--- config.mk ---
export PLATFORM = sky130hd
export DESIGN_NAME = refClkGen
export DESIGN_NICKNAME = d
export VERILOG_FILES = /design/src/rtl/refClkPkg.sv /design/src/rtl/refClkCtrl.sv /design/src/rtl/refClkPath.sv /design/src/rtl/refClkGen.sv
export SDC_FILE = /design/constraint.sdc
export NUM_CORES = 1
export LEC_CHECK = 0
export BUFFER_PORTS_ARGS = -buffer_cell sky130_fd_sc_hd__buf_2
export CAP_MARGIN = 20
export CORE_MARGIN = 2
export CORE_UTILIZATION = 58
export DETAILED_ROUTE_END_ITERATION = 16
export GPL_TIMING_DRIVEN = 0
export PLACE_DENSITY = 0.92
export RECOVER_POWER = 25
export SYNTH_ARGS = -nofsm -noshare
export SYNTH_HDL_FRONTEND = slang
export SYNTH_HIERARCHICAL = 1
export SYNTH_SLANG_ARGS = --single-unit
export TNS_END_PERCENT = 100
--- constraint.sdc ---
create_clock -name clk -period 5.8 [get_ports clk]
set_input_delay 0.29 -clock clk [delete_from_list [all_inputs] [get_ports clk]]
set_output_delay 0.29 -clock clk [all_outputs]
set_load 0.005 [all_outputs]
--- src/rtl/refClkPkg.sv ---
package refClkPkg;
  localparam int REG_W    = 8;
  localparam int DIV_W    = 3;
  localparam int DUTY_W   = 2;
  localparam int CNT_W    = (1 << DIV_W) - 1;
  localparam int EN_BIT   = REG_W - 1;
  localparam int DUTY_LSB = DIV_W;
  localparam int DIV_LSB  = 0;

  localparam logic [REG_W-1:0] RESET_VAL = 8'h10;
  localparam logic [REG_W-1:0] WR_MASK   = 8'h9F;

  typedef struct packed {
    logic [DUTY_W-1:0] duty;
    logic [DIV_W-1:0]  div;
  } cfg_t;

  typedef struct packed {
    logic restart;
    logic live;
  } strb_t;
endpackage

--- src/rtl/refClkCtrl.sv ---
module refClkCtrl
  import refClkPkg::*;
(
  input  logic             clk,
  input  logic             rst,
  input  logic             wrEn,
  input  logic [REG_W-1:0] wrData,
  input  logic             atEnd,
  output logic [REG_W-1:0] regQ,
  output cfg_t             cfgNext,
  output strb_t            strb
);
  logic [REG_W-1:0] regNext;
  logic             enQ;
  logic             enNext;

  assign regNext = wrEn ? (wrData & WR_MASK) : regQ;
  assign enQ     = regQ[EN_BIT];
  assign enNext  = regNext[EN_BIT];

  assign cfgNext.duty = regNext[DUTY_LSB +: DUTY_W];
  assign cfgNext.div  = regNext[DIV_LSB +: DIV_W];

  // restart: hold the counter at zero while disabled, start fresh on
  // enable, and reload the settings at every period boundary
  assign strb.restart = !enNext || !enQ || atEnd;
  assign strb.live    = enQ;

  always_ff @(posedge clk) begin
    if (rst) regQ <= RESET_VAL;
    else     regQ <= regNext;
  end
endmodule

--- src/rtl/refClkPath.sv ---
module refClkPath
  import refClkPkg::*;
(
  input  logic             clk,
  input  logic             rst,
  input  strb_t            strb,
  input  cfg_t             cfgNext,
  output logic             atEnd,
  output logic             clkOut,
  output cfg_t             actCfg,
  output logic [CNT_W-1:0] cntQ
);
  localparam cfg_t RESET_CFG = '{duty: RESET_VAL[DUTY_LSB +: DUTY_W],
                                 div:  RESET_VAL[DIV_LSB +: DIV_W]};

  logic [CNT_W-1:0] lastIdx;
  logic [CNT_W:0]   span;
  logic [CNT_W:0]   highCnt;
  logic             phaseHigh;
  logic             passThru;

  assign lastIdx = ~({CNT_W{1'b1}} << actCfg.div);
  assign span    = {1'b0, lastIdx} + {{CNT_W{1'b0}}, 1'b1};
  assign atEnd   = (cntQ == lastIdx);

  // floor(duty*span/4) built from shifts of a power of two
  always_comb begin
    case (actCfg.duty)
      2'd1:    highCnt = span >> 2;
      2'd2:    highCnt = span >> 1;
      2'd3:    highCnt = (span >> 1) + (span >> 2);
      default: highCnt = '0;
    endcase
  end

  assign phaseHigh = ({1'b0, cntQ} < highCnt);
  assign passThru  = (actCfg.div == '0);
  assign clkOut    = strb.live && (passThru ? clk : phaseHigh);

  always_ff @(posedge clk) begin
    if (rst) begin
      cntQ   <= '0;
      actCfg <= RESET_CFG;
    end else if (strb.restart) begin
      cntQ   <= '0;
      actCfg <= cfgNext;
    end else begin
      cntQ   <= cntQ + {{(CNT_W-1){1'b0}}, 1'b1};
    end
  end
endmodule

--- src/rtl/refClkGen.sv ---
module refClkGen
  import refClkPkg::*;
(
  input  logic             clk,
  input  logic             rst,
  input  logic             wrEn,
  input  logic [REG_W-1:0] wrData,
  output logic [REG_W-1:0] rdData,
  output logic             clkOut
);
  strb_t            strb;
  cfg_t             cfgNext;
  cfg_t             actCfg;
  logic             atEnd;
  logic [CNT_W-1:0] cntQ;

  refClkCtrl u_ctrl (
    .clk     (clk),
    .rst     (rst),
    .wrEn    (wrEn),
    .wrData  (wrData),
    .atEnd   (atEnd),
    .regQ    (rdData),
    .cfgNext (cfgNext),
    .strb    (strb)
  );

  refClkPath u_path (
    .clk     (clk),
    .rst     (rst),
    .strb    (strb),
    .cfgNext (cfgNext),
    .atEnd   (atEnd),
    .clkOut  (clkOut),
    .actCfg  (actCfg),
    .cntQ    (cntQ)
  );
endmodule

# Word-level counts from Yosys, hierarchy flattened

Index checks and enable logic that the tools add are counted.

Add/subtract/negate cells: 3
Order comparisons: 1
Eq/ne operators: 4
Shift operators: 1
Muxes and demuxes: 3
Bitwise gates (word level): 1
Reduce and logical (&&, ||, !) cells: 7

Operators by type and width:

| operator                                                           | number |
|---|---|
| 8-bit one-hot mux with 3 select lines                              | 1 |
| 7-bit by 1-bit adder with 8-bit output (second input constant)     | 1 |
| 7-bit by 6-bit adder with 8-bit output                             | 1 |
| 7-bit by 8-bit < comparator with 1-bit output                      | 1 |
| 8-bit 2-to-1 mux                                                   | 1 |
| 7-bit by 1-bit adder with 7-bit output (second input constant)     | 1 |
| 7-bit == test                                                      | 1 |
| 7-bit inverter                                                     | 1 |
| 7-bit by 3-bit left shift with 7-bit output (first input constant) | 1 |
| 2-bit == test (second input constant)                              | 2 |
| 3-bit zero test                                                    | 1 |
| 2-bit by 1-bit == test with 1-bit output (second input constant)   | 1 |
| 1-bit zero test                                                    | 2 |
| 1-bit logical OR                                                   | 2 |
| 2-bit OR reduction                                                 | 1 |
| 1-bit logical AND                                                  | 1 |
| 1-bit 2-to-1 mux                                                   | 1 |

Register bits: 18
Output and inout port bits: 9
Logic and storage cells: 24

# Depth between registers and ports, before layout

Word-level depth: 8
Depth in mapped cells: 17
Mapped depth without buffers: 14

# Cells and area by module

Netlist, hierarchy kept.

By module, submodules not included:

| module     | times used | cells an instance | area an instance (um^2) | sequential area each (um^2) |
|---|---|---|---|---|
| refClkPath | 1          | 169               | 1315.0                  | 240.2 |
| refClkCtrl | 1          | 30                | 314.1                   | 120.1 |

==> results.md <==
- Clock period minus worst slack: 5.287 ns
- Post-synth top flop: dfxtp_1
- Critical Path RT: 5.51 ns
- Clock latency on the worst-skew pair: 0.41 ns
- Initial DRC Count: 104
- Timing-limited maximum frequency: 0.1891 GHz
- Initial antenna violation count: 0
- Startpoint types: flop
- Clock skew: 0.005171 ns
- Final setup viols: 0
- Met2 routed WL: 1948 um
- Largest stage delay on the critical path: 0.36 ns
- Largest net degree at the start of global routing: 13
- Commonest non-fill, non-tap cells in the layout: dfxtp_1 (18), buf_2 (17), nor2_1 (17), ha_1 (13), clkbuf_4 (12)
- Layout Nets: 252
- Post-synth EDFFs: 0
- Mapped Cells: 199
- Top delay family on crit path: compound AO/OA/AOI/OAI gates
- CP Cell Sequence: buf_2 > buf_4 > or2_1 > ha_1 > buf_2 > or3_1 > and3_1 > ha_1 > a31o_2 > a21oi_1 > mux2_2 > a21boi_1 > ha_1 > a21o_1 > a221o_1 > or3_1 > o21ai_1 > buf_2
- WS Path Type: flop to primary output
- Antenna cells: 0
- CTS tree: yes
- Worst min-delay path category: input pin to flop
- DP Wirelength: 2750 um
- Share of layout cells above drive strength 1: 23.68%
- Setup repair after global routing missed its margin: false
- Syn. warnings: 6
- Post-synth ARST share: 0%
- Post-Route WL: 3980 um
- Max Slew Vio Count: 0
- Post-synth top area cell: dfxtp_1
- Final ANT Viol Nets: 0
- Synth Register Bits: 18
- Hold Buf Count CTS: 0
- IO buf count: 14
- WL met1: 1692 um
- Top post-synthesis cells by area: dfxtp_1 (22%), ha_1 (10%), buf_4 (4.6%), mux2i_1 (4.3%), nor2_1 (3.9%)
- Max cap viols: 0
- Total I/O pin count: 20
- Syn-to-layout area delta: 13.21%
- Area share of the largest cell type after synthesis: 22.12%
- GRT Total Usage: 26.42%
- Die ar.: 3248 um^2
- Final WS setup: 0.5129 ns
- Die width: 57.00 um
- Worst hold path depth: 3
- Post-CTS Setup Bufs: 0
- Global route overflow: 0
- Commonest non-fill, non-tap cell in the layout: dfxtp_1
- Die Height: 57.00 um
- Worst VDD drop: 0.1962 mV
- Sequential area share after synthesis: 22.12%
- Post-synthesis cell area: 1629 um^2
- Post-synth cell types: 53
- Critical path buffers and inverters: 4
- Routability Congestion: 1.002
- Worst-path fanout max: 10
- Post-cts resize count: 0
- Clock Pin Slew Worst Setup and Hold Paths: 0.10 ns
- Sum Neg Setup Slack: 0 ns
- Power Total: 375.4 uW
- Status: finished, final reports clean
- WL/cell: 15.37 um
- CP Depth: 18
- Period utilization: 91.16%
- LEAKAGE: 0.0008913 uW
- Post-Place Worst Slack: 1.080 ns
- DR vias: 1573
- Max Used Layer: met4
- Row Count: 19
- First-pass GRT wire length: 6706 um
- Met3 WL: 230 um
- Pwr Density: 203.6 nW/um^2
- Drt first pass iters: 4
- Final hold vios: 0
- Syn_area_per_cell: 8.186 um^2
- Reg2reg path depth: 11
- Worst path arrival time: 5.00 ns
- Number of remaining DRC errors: 0
- Core ar.: 2710 um^2
- Vias in the first global route: 1499
- Max stage delay cell, worst path: ha_1
- Via density: 6.073
- Initial Util: 60.11%
- CP endpoint kind: primary output
- # fillers: 220
[per-stage QoR]
step           cells  cell area [um^2]  hold WS (ns)  utilization [%]
6_report         259              1844        0.1459            68.05
5_1_grt          259              1844        0.1740            68.05
4_1_cts          259              1849        0.1393            68.24
3_5_place_dp     245              1742        0.5190            64.27
3_3_place_gp     245              1742        0.4966            64.27
2_1_floorplan    200              1633        0.3616                -
[layout make-up]
cell class	instances	area, um^2	share of cell area [%]
multi-input combinational	153	1095	59.36
sequential	18	360.3	19.54
tap	31	38.79	2.103
buffer	21	143.9	7.802
inverter	8	30.03	1.628
clock buffer	15	112.6	6.106
timing repair buffer	13	63.81	3.460
[synth_stat cells (2+ instances only)]
library cell / instances
buf_4: 10
buf_2: 4
a21oi_1: 10
o21ai_0: 8
nor3_1: 2
a21o_1: 4
and3_1: 6
nor2b_1: 8
a31o_2: 4
nand4_1: 2
xor2_1: 5
inv_1: 8
nand3_1: 5
buf_6: 3
mux2i_1: 7
or3_1: 3
nor2_1: 17
or2_1: 2
ha_1: 13
xnor2_1: 5
dfxtp_1: 18
nand2_1: 8
a31oi_1: 3
nand2b_1: 6
clkbuf_1: 4
and3b_1: 3
mux2_2: 5
[kinds of logic (layout without fill, tap and decap cells)]
group                    after synthesis  in the layout  share of synthesized area (%)
AND/OR/NAND/NOR                       68             68                          22.66
AO/OA/AOI/OAI                         46             46                          19.59
buffers and inverters                 29             57                          10.68
flip-flops                            18             18                          22.12
multiplexers                          14             14                          9.370
adder cells (fa/ha/maj)               13             13                          9.985
XOR/XNOR                              10             10                          5.376
other                                  1              2                         0.2302
[routing by layer]
layer / global-route usage, % / up-vias
met5: 0 / -
met4: 18.94 / 0
met3: 4.989 / 16
met2: 41.87 / 63
met1: 32.02 / 729
li1: - / 765
[state kept, by name, indices dropped and copies added, names as in the netlist]
| name | cells |
|---|---|
| u_path/actCfg | 5 |
| u_path/cntQ | 7 |
| u_ctrl/regQ | 6 |
[final timing paths]
| path | startpoint | to | slack, ns |
|---|---|---|---|
| setup / recovery | u_path/actCfg[1] | clkOut | 0.51 |
| hold / removal | wrData[7] | u_ctrl/regQ[7] | 0.15 |
| setup reg to reg | u_path/actCfg[2] | u_path/cntQ[5] | 3.21 |
| hold reg to reg | u_path/cntQ[0] | u_path/cntQ[0] | 0.54 |
[power breakdown]
group,internal (uW),switching [uW],leakage (uW)
clock network,91.3,58.8,0.0000751
logic,43.3,48.8,0.000669
registers,129,4.47,0.000147
total,263,112,0.000891
[worst register-to-register path, stage by stage, from the launching register on]
cell and delay [ns]:
dfxtp_1 0.44, buf_4 0.22, buf_6 0.16, xor2_1 0.09, mux2i_1 0.18, a22oi_1 0.10
a211oi_2 0.25, nand3b_1 0.14, clkbuf_1 0.34, or2_2 0.18, clkbuf_1 0.27, nor2_1 0.10
Note: power is estimated with default switching activity, not from simulation.
